===== config.mk =====
export PLATFORM = sky130hd
export DESIGN_NAME = dma_flag_regs
export DESIGN_NICKNAME = d
export VERILOG_FILES = /design/src/rtl/dma_flag_pkg.sv /design/src/rtl/dma_cmd_decode.sv /design/src/rtl/dma_flag_bank.sv /design/src/rtl/dma_bus_port.sv /design/src/rtl/dma_flag_regs.sv
export SDC_FILE = /design/constraint.sdc
export NUM_CORES = 1
export LEC_CHECK = 0
export BUFFER_PORTS_ARGS = -buffer_cell sky130_fd_sc_hd__buf_2
export CAP_MARGIN = 15
export CORE_MARGIN = 2
export CORE_UTILIZATION = 30
export CTS_BUF_LIST = sky130_fd_sc_hd__clkbuf_4 sky130_fd_sc_hd__clkbuf_8
export CTS_CLUSTER_DIAMETER = 50
export CTS_CLUSTER_SIZE = 14
export DETAILED_ROUTE_END_ITERATION = 10
export SYNTH_ARGS = -nofsm -noshare
export SYNTH_HDL_FRONTEND = slang
export SYNTH_SLANG_ARGS = --single-unit

===== constraint.sdc =====
create_clock -name clk -period 3.55 [get_ports clk]
set_clock_uncertainty 0.05 [all_clocks]
set_input_delay 0.1775 -clock clk [delete_from_list [all_inputs] [get_ports clk]]
set_output_delay 0.1775 -clock clk [all_outputs]
set_load 0.02 [all_outputs]

===== src/rtl/dma_flag_pkg.sv =====
package dma_flag_pkg;
  localparam int MAX_CH = 64;
  typedef logic [MAX_CH-1:0] ch_vec_t;
  typedef logic [6:0]        cmd_t;

  localparam logic [7:0] OFF_CMD    = 8'h1C;  // lane 2: set START, lane 3: clear DONE
  localparam logic [7:0] OFF_IRQ_HI = 8'h24;
  localparam logic [7:0] OFF_IRQ_LO = 8'h28;

  // Channels that exist in a build with n channels.
  function automatic ch_vec_t impl_mask(int n);
    ch_vec_t m;
    for (int i = 0; i < MAX_CH; i++) m[i] = (i < n);
    return m;
  endfunction

  // Channels that one command value acts on.
  function automatic ch_vec_t cmd_to_mask(cmd_t v, int n);
    ch_vec_t m;
    m = '0;
    if (v[6]) m = impl_mask(n);
    else if (int'(v[5:0]) < n) m[v[5:0]] = 1'b1;
    return m;
  endfunction

  // Expands byte lane enables to a 32-bit bit mask.
  function automatic logic [31:0] lane_mask(logic [3:0] be);
    logic [31:0] m;
    for (int l = 0; l < 4; l++) m[l*8 +: 8] = {8{be[l]}};
    return m;
  endfunction
endpackage


===== src/rtl/dma_cmd_decode.sv =====
module dma_cmd_decode
  import dma_flag_pkg::*;
#(
  parameter int NUM_CH = 64
) (
  input  logic    fire,
  input  cmd_t    cmd,
  output ch_vec_t mask
);
  assign mask = fire ? cmd_to_mask(cmd, NUM_CH) : '0;
endmodule


===== src/rtl/dma_flag_bank.sv =====
module dma_flag_bank
  import dma_flag_pkg::*;
#(
  parameter int NUM_CH = 64
) (
  input  logic    clk,
  input  logic    rst_n,
  input  ch_vec_t set_vec,
  input  ch_vec_t clr_vec,
  output ch_vec_t q
);
  localparam ch_vec_t IMPL = impl_mask(NUM_CH);

  ch_vec_t set_eff;
  ch_vec_t clr_only;
  ch_vec_t touched;
  assign set_eff  = set_vec & IMPL;
  assign clr_only = clr_vec & ~set_vec & IMPL;
  assign touched  = set_vec | clr_vec;

  always_ff @(posedge clk or negedge rst_n) begin
    if (!rst_n) q <= '0;
    else        q <= IMPL & ((q & ~clr_vec) | set_vec);
  end

  // a set always lands, even against a clear
  assert_set_wins_R6: assert property (@(posedge clk) disable iff (!rst_n)
    (set_eff != '0) |=> ((q & $past(set_eff)) == $past(set_eff)));

  // a clear without a competing set empties the flag
  assert_clear_lands_R8: assert property (@(posedge clk) disable iff (!rst_n)
    (clr_only != '0) |=> ((q & $past(clr_only)) == '0));

  // untouched flags keep their value
  assert_untouched_hold_R2: assert property (@(posedge clk) disable iff (!rst_n)
    1'b1 |=> (((q ^ $past(q)) & ~$past(touched)) == '0));

  // flags above the build's channel count never rise
  assert_upper_zero_R9: assert property (@(posedge clk) disable iff (!rst_n)
    (q & ~IMPL) == '0);
endmodule


===== src/rtl/dma_bus_port.sv =====
module dma_bus_port
  import dma_flag_pkg::*;
#(
  parameter int NUM_CH = 64
) (
  input  logic        bus_valid,
  input  logic        bus_write,
  input  logic [7:0]  bus_addr,
  input  logic [3:0]  bus_be,
  input  logic [31:0] bus_wdata,
  input  ch_vec_t     irq_q,
  output logic [31:0] bus_rdata,
  output logic        bus_ready,
  output logic        bus_err,
  output logic        start_fire,
  output cmd_t        start_cmd,
  output logic        done_fire,
  output cmd_t        done_cmd,
  output ch_vec_t     irq_clr
);
  localparam bit HAS_HI = (NUM_CH > 32);

  logic hit_cmd, hit_hi, hit_lo, wr_ok, rd_req;
  assign hit_cmd = (bus_addr == OFF_CMD);
  assign hit_hi  = (bus_addr == OFF_IRQ_HI);
  assign hit_lo  = (bus_addr == OFF_IRQ_LO);

  assign bus_ready = bus_valid;
  assign bus_err   = bus_valid && hit_hi && !HAS_HI;
  assign wr_ok     = bus_valid && bus_write && !bus_err;
  assign rd_req    = bus_valid && !bus_write;

  assign start_fire = wr_ok && hit_cmd && bus_be[2];
  assign start_cmd  = bus_wdata[22:16];
  assign done_fire  = wr_ok && hit_cmd && bus_be[3];
  assign done_cmd   = bus_wdata[30:24];

  // One write-one-to-clear half per interrupt word
  for (genvar h = 0; h < 2; h++) begin : g_irq_half
    logic hit_h;
    assign hit_h = (h == 0) ? hit_lo : hit_hi;
    if (h == 0 || HAS_HI) begin : g_live
      assign irq_clr[h*32 +: 32] = (wr_ok && hit_h) ? (bus_wdata & lane_mask(bus_be)) : '0;
    end else begin : g_absent
      assign irq_clr[h*32 +: 32] = '0;
    end
  end

  always_comb begin
    bus_rdata = '0;
    if (rd_req) begin
      if (hit_lo)                bus_rdata = irq_q[31:0];
      else if (hit_hi && HAS_HI) bus_rdata = irq_q[63:32];
    end
  end
endmodule


===== src/rtl/dma_flag_regs.sv =====
module dma_flag_regs
  import dma_flag_pkg::*;
#(
  parameter int NUM_CH = 64
) (
  input  logic        clk,
  input  logic        rst_n,
  input  logic        bus_valid,
  input  logic        bus_write,
  input  logic [7:0]  bus_addr,
  input  logic [3:0]  bus_be,
  input  logic [31:0] bus_wdata,
  output logic [31:0] bus_rdata,
  output logic        bus_ready,
  output logic        bus_err,
  input  logic [63:0] eng_start_clr,
  input  logic [63:0] eng_done_set,
  input  logic [63:0] eng_irq_set,
  output logic [63:0] start_flags,
  output logic [63:0] done_flags,
  output logic [63:0] irq_flags
);
  localparam ch_vec_t IMPL = impl_mask(NUM_CH);

  logic    start_fire, done_fire;
  cmd_t    start_cmd, done_cmd;
  ch_vec_t start_mask, done_mask, irq_clr;

  dma_bus_port #(.NUM_CH(NUM_CH)) u_port (
    .bus_valid(bus_valid), .bus_write(bus_write), .bus_addr(bus_addr),
    .bus_be(bus_be), .bus_wdata(bus_wdata), .irq_q(irq_flags),
    .bus_rdata(bus_rdata), .bus_ready(bus_ready), .bus_err(bus_err),
    .start_fire(start_fire), .start_cmd(start_cmd),
    .done_fire(done_fire), .done_cmd(done_cmd), .irq_clr(irq_clr)
  );

  dma_cmd_decode #(.NUM_CH(NUM_CH)) u_dec_start (
    .fire(start_fire), .cmd(start_cmd), .mask(start_mask));
  dma_cmd_decode #(.NUM_CH(NUM_CH)) u_dec_done (
    .fire(done_fire), .cmd(done_cmd), .mask(done_mask));

  dma_flag_bank #(.NUM_CH(NUM_CH)) u_start (
    .clk(clk), .rst_n(rst_n), .set_vec(start_mask), .clr_vec(eng_start_clr), .q(start_flags));
  dma_flag_bank #(.NUM_CH(NUM_CH)) u_done (
    .clk(clk), .rst_n(rst_n), .set_vec(eng_done_set), .clr_vec(done_mask), .q(done_flags));
  dma_flag_bank #(.NUM_CH(NUM_CH)) u_irq (
    .clk(clk), .rst_n(rst_n), .set_vec(eng_irq_set), .clr_vec(irq_clr), .q(irq_flags));

  // a single-channel command touches at most one channel
  assert_single_onehot_R2: assert property (@(posedge clk) disable iff (!rst_n)
    (start_fire && !start_cmd[6]) |-> $onehot0(start_mask));

  // an all-channel set leaves every implemented START flag high
  assert_all_start_R4: assert property (@(posedge clk) disable iff (!rst_n)
    (start_fire && start_cmd[6]) |=> (start_flags == IMPL));

  // the command word reads back as zero
  assert_cmd_read_zero_R5: assert property (@(posedge clk) disable iff (!rst_n)
    (bus_valid && !bus_write && bus_addr == OFF_CMD) |-> (bus_rdata == '0));

  // errors only come from the reduced build, only on a request
  assert_err_reduced_R9: assert property (@(posedge clk) disable iff (!rst_n)
    bus_err |-> (bus_valid && NUM_CH <= 32));
endmodule


; Word-level counts from Yosys, hierarchy flattened
; Cells that the tools add are included.
[totals]
regBits = 192
input_bits = 240
output_inout_bits = 226
word_cells = 43
[classes]
magnitude_cmp = 4
n_eq_ne = 3
n_mux = 13
bitwise = 10
reduce_logical = 10
[ops]
columns = operator, count
row1 = $mux 64, 4
row2 = $and 64x64->64, 3
row3 = $not 64->64, 3
row4 = $or 64x64->64, 3
row5 = $mux 32, 5
row6 = $and 32x32->32, 1
row7 = $eq 8x6->1 const B, 2
row8 = $lt 6x7->1 const B, 2
row9 = $demux 1 s6, 2
row10 = $ge 6x1->1 const B, 2
row11 = $logic_and 1x1->1, 9
row12 = $eq 8x5->1 const B, 1
row13 = $mux 1, 2
row14 = $logic_not 1->1, 1

; Logic depth before layout (Yosys ltp)
[logic_depth]
ltp_word = 9
ltp_mapped = 6
ltp_nobuf = 3

; Hierarchy
; From an unflattened synthesis, not the netlist that was laid out.
[hier_totals]
hier_cells = 1028
area_unflattened_um2 = 9776.9
[modules_own_cells]
columns = module, instances, cells_each, area_per_inst_um2, seq_area_each_um2
row1 = dma_flag_bank, 3, 192, 2322.2, 1601.5
row2 = dma_bus_port, 1, 266, 1716.6, 0.0
row3 = dma_cmd_decode, 2, 93, 546.8, 0.0

; Worst setup path before layout
; OpenSTA, ideal clock, no wires.
[synth_timing]
path_kind = input to output
startpoint = in bus_addr[4]
endpoint = out bus_rdata[10]
arrival_ns = 1.811
required_ns = 3.322
path_slack_ns = 1.512
cell_stages = 5
path_cell_list = or4b_1 -> buf_2 -> nor3_1 -> clkbuf_1 -> a22o_1
[synth_via]
elab_chain_len = 4
[synth_rtl]
columns = element, line
row1 = "start, declared", dma_flag_regs.sv:10  ; input logic [7:0] bus_addr,
row2 = $eq 8x6->1, dma_bus_port.sv:25  ; assign hit_hi = (bus_addr == OFF_IRQ_HI);
row3 = $mux 32, dma_bus_port.sv:53  ; else if (hit_hi && HAS_HI) bus_rdata = irq_q[63:32];
row4 = $mux 32 (*), dma_bus_port.sv:52  ; if (hit_lo) bus_rdata = irq_q[31:0];
row5 = $mux 32 (*), dma_bus_port.sv:51  ; if (rd_req) begin
row6 = "end, declared", dma_flag_regs.sv:13  ; output logic [31:0] bus_rdata,
; Every way passes the cells marked *; elsewhere a longest branch is shown, timed or not.

; Final worst setup path
[layout_timing]
startpoint = in bus_addr[4]
endpoint = out bus_rdata[26]
; The elaborated chain is that of the path after synthesis.

==> flow_metrics.env <==
export IMPL_status="finished clean"
export IMPL_final_max_slew_viol_count=0
export IMPL_via_per_inst=5.12
export IMPL_cp_top_family="simple AND/OR/NAND/NOR gates"
export IMPL_critPathLaunchType="input port"
export IMPL_clk_pin_slew_ns=0.09
export IMPL_critPathBufInv=3
export IMPL_hold_path_class="in2reg"
export IMPL_switching_share_pct=27.2
export IMPL_synth_distinct_cells=36
export IMPL_die_h_um=181
export IMPL_switching_power_mw=1.17
export IMPL_relSlewSlack_pct=35.0
export IMPL_setup_viol=0
export IMPL_synth_area_mm2=0.00936
export IMPL_wl_per_cell_um=19.5
export IMPL_post_route_period_util_pct=66.9
export IMPL_syn_to_final_growth_pct=58.8
export IMPL_fin_ws_ns=1.18
export IMPL_syn_nets=1158
export IMPL_place_congestion=0.915
export IMPL_clkSinkCount=192
export IMPL_max_stage_delay_ns=0.75
export IMPL_num_vias=10202
export IMPL_grt_max_degree=99
export IMPL_post_cts_buffers=0
export IMPL_ioPinCount=466
export IMPL_crit_required_ns=3.32
export IMPL_clk_latency_ns=0.49
export IMPL_fp_dieArea_mm2=0.0326
export IMPL_yosys_warnings=0
export IMPL_power_share_clock_pct=35.1
export IMPL_synth_edf_count=0
export IMPL_ys_top_cells_by_area="dfrtp_1 (51%), a221o_1 (4.8%), o41ai_1 (4.7%), o22ai_1 (4.3%), nand2b_1 (3.5%)"
export IMPL_vdd_drop_max_mv=0.172
export IMPL_max_slew_worst_pin_slew_ns=0.973
export IMPL_antenna_left=0
export IMPL_pwr_share_comb_pct=14.2
export IMPL_cp_slowest_cell="or4b_2"
export IMPL_rows=64
export IMPL_cts_tree="built"
export IMPL_p_int_mw=3.14
export IMPL_critical_path_cell_chain="buf_2 -> or4b_2 -> nor4_4 -> buf_4 -> a22o_1 -> buf_2"
export IMPL_first_pass_iters=5
export IMPL_htreeDepth=4
export IMPL_worstPathArrival_ns=2.15
export IMPL_yosysTopAreaCellShare_pct=51.3
export IMPL_dieWidth_um=181
export IMPL_finalHoldViolCount=0
export IMPL_grt_pass1_wl_um=60300
export IMPL_synth_top_area_cell="dfrtp_1"
export IMPL_place_ws_ns=1.16
export IMPL_finalSetupTns_ns=0
export IMPL_async_flop_share_pct=100
export IMPL_crit_top_cell="buf_2"
export IMPL_max_freq_mhz=421
export IMPL_nets=1822
export IMPL_maxCapViolations=0
export IMPL_post_cts_resized=0
export IMPL_cts_root_buf="clkbuf_8"
export IMPL_portBuffers=464
export IMPL_numCtsBuffers=17
export IMPL_rsz0062_at_grt="false"
export IMPL_p_per_area_mw_per_mm2=290
export IMPL_placed_cell_area_mm2=0.0120
export IMPL_grt_total_usage_pct=23.5
export IMPL_synth_ff_type="dfrtp_1"
export IMPL_crit_type="in2out"
export IMPL_yosysSeqAreaShare_pct=51.3
export IMPL_crit_fanout=32
export IMPL_share_seq_of_total_power_pct=50.7
export IMPL_overflow=0
export IMPL_initial_utilization_pct=30.5
export IMPL_yosys_register_bits=192
export IMPL_period_minus_slack_ns=2.37
export IMPL_ctsHoldBuffers=248
export IMPL_drtIter0Drc=599
export IMPL_dp_hpwl_um=26400
export IMPL_power_leakage_nw=6.12
export IMPL_clock_path_buffers=2
export IMPL_grt_pass1_vias=10508
export IMPL_drc_errors=0
export IMPL_synth_area_per_cell_um2=10.2
export IMPL_wl_um=38900
export IMPL_cp_end_kind="output pin"
export IMPL_syn_inst=918
export IMPL_final_area_mm2=0.0149
export IMPL_antenna_found_initial=1
export IMPL_drive_gt1_share_pct=35.9
export IMPL_design_core_area_mm2=0.0307
==> logic make-up (layout without fill, tap and decap cells) <==
kind of cell    Yosys count  count (layout)  share of synthesized area (%)
flops                   192             192                           51.3
compound gates          307             307                           24.9
other cells               1               2                         0.0401
simple gates            252             252                           16.5
buf+inv                 166             842                           7.20
==> worst register-to-register path, cell delays in order (launching register included) <==
cell and delay (ns):
dfrtp_1 0.45, o41ai_1 0.12, nand2b_1 0.09, dlygate4sd3_1 0.57
==> layout by cell type, fill, tap and decap left out, types with 5 or more instances in the layout <==
master and instances:
buf_4 19, nor3b_1 6, inv_6 5, buf_2 463
and3b_1 6, a21oi_1 64, dlygate4sd3_1 248, a221o_1 45
nor2b_1 45, or3b_2 6, clkbuf_8 18, inv_1 78
a22o_1 32, nor2_1 14, nand3b_1 24, a211o_1 19
o22ai_1 64, o41ai_1 50, dfrtp_1 192, o211a_1 19
a31oi_1 14, nand2b_1 53, or2_2 46, nand2_1 32
==> cell type report <==
cell class / count / area, um2
antenna: 1 / 2.50
clock buffer: 18 / 241
clock inverter: 13 / 150
fill: 2850 / 15800
inverter: 79 / 297
multi-input combinational: 560 / 3900
sequential: 192 / 4800
tap: 396 / 495
timing repair buffer: 732 / 4980
==> per-stage QoR <==
| step | cells | power [mW] | hold slack, ns | util [%] |
|---|---|---|---|---|
| 6_report | 1991 | 4.31 | 0.0495 | 48.5 |
| 3_3_place_gp | 1711 | 2.66 | 0.293 | 39.1 |
| 4_1_cts | 1990 | 4.36 | 0.00298 | 48.5 |
| 3_5_place_dp | 1711 | 2.66 | 0.291 | 39.1 |
| 2_1_floorplan | 918 | 2.41 | -0.168 | - |
| 5_1_grt | 1991 | 4.49 | 0.0238 | 48.5 |
==> worst paths after layout <==
path                               start       endpoint  slack [ns]  depth (start not counted)
max reg2reg                  u_irq.q[32]    u_irq.q[32]        2.17                          3
max                          bus_addr[4]  bus_rdata[26]        1.18                          6
min reg2reg                 u_done.q[22]   u_done.q[22]        0.48                          1
min                        bus_wdata[21]    u_irq.q[53]        0.05                          2
min in group asynchronous          rst_n    u_irq.q[57]        0.25                          2
max in group asynchronous          rst_n  u_start.q[59]        2.26                          3
==> registers in the layout, summed over array words and instances, names as in the netlist <==
name / count
u_done.q: 64
u_irq.q: 64
u_start.q: 64
==> synth_stat cells, drive strengths merged (28+ instances only) <==
| master | number |
|---|---|
| nor2b | 45 |
| o41ai | 50 |
| a21oi | 64 |
| nand2 | 33 |
| buf | 28 |
| inv | 78 |
| or2 | 46 |
| dfrtp | 192 |
| a22o | 32 |
| a221o | 45 |
| nand2b | 53 |
| clkbuf | 59 |
| o22ai | 64 |
==> routing by layer <==
metal,up-vias,track usage (%),wire length [um]
li1,4670,-,-
met1,4935,28.6,15400
met2,518,39.9,19300
met3,79,5.84,2990
met4,0,9.03,1240
met5,-,0,0
==> power by group through the flow <==
stage                     combinational [mW]  sequential (mW)  clock (mW)
after floorplan                        0.175             2.23           0
after global placement                 0.431             2.23           0
after detailed placement               0.433             2.23           0
after CTS                              0.606             2.19        1.56
after global routing                   0.658             2.19        1.64
final                                  0.611             2.19        1.51
(Power assumes the default switching activity.)
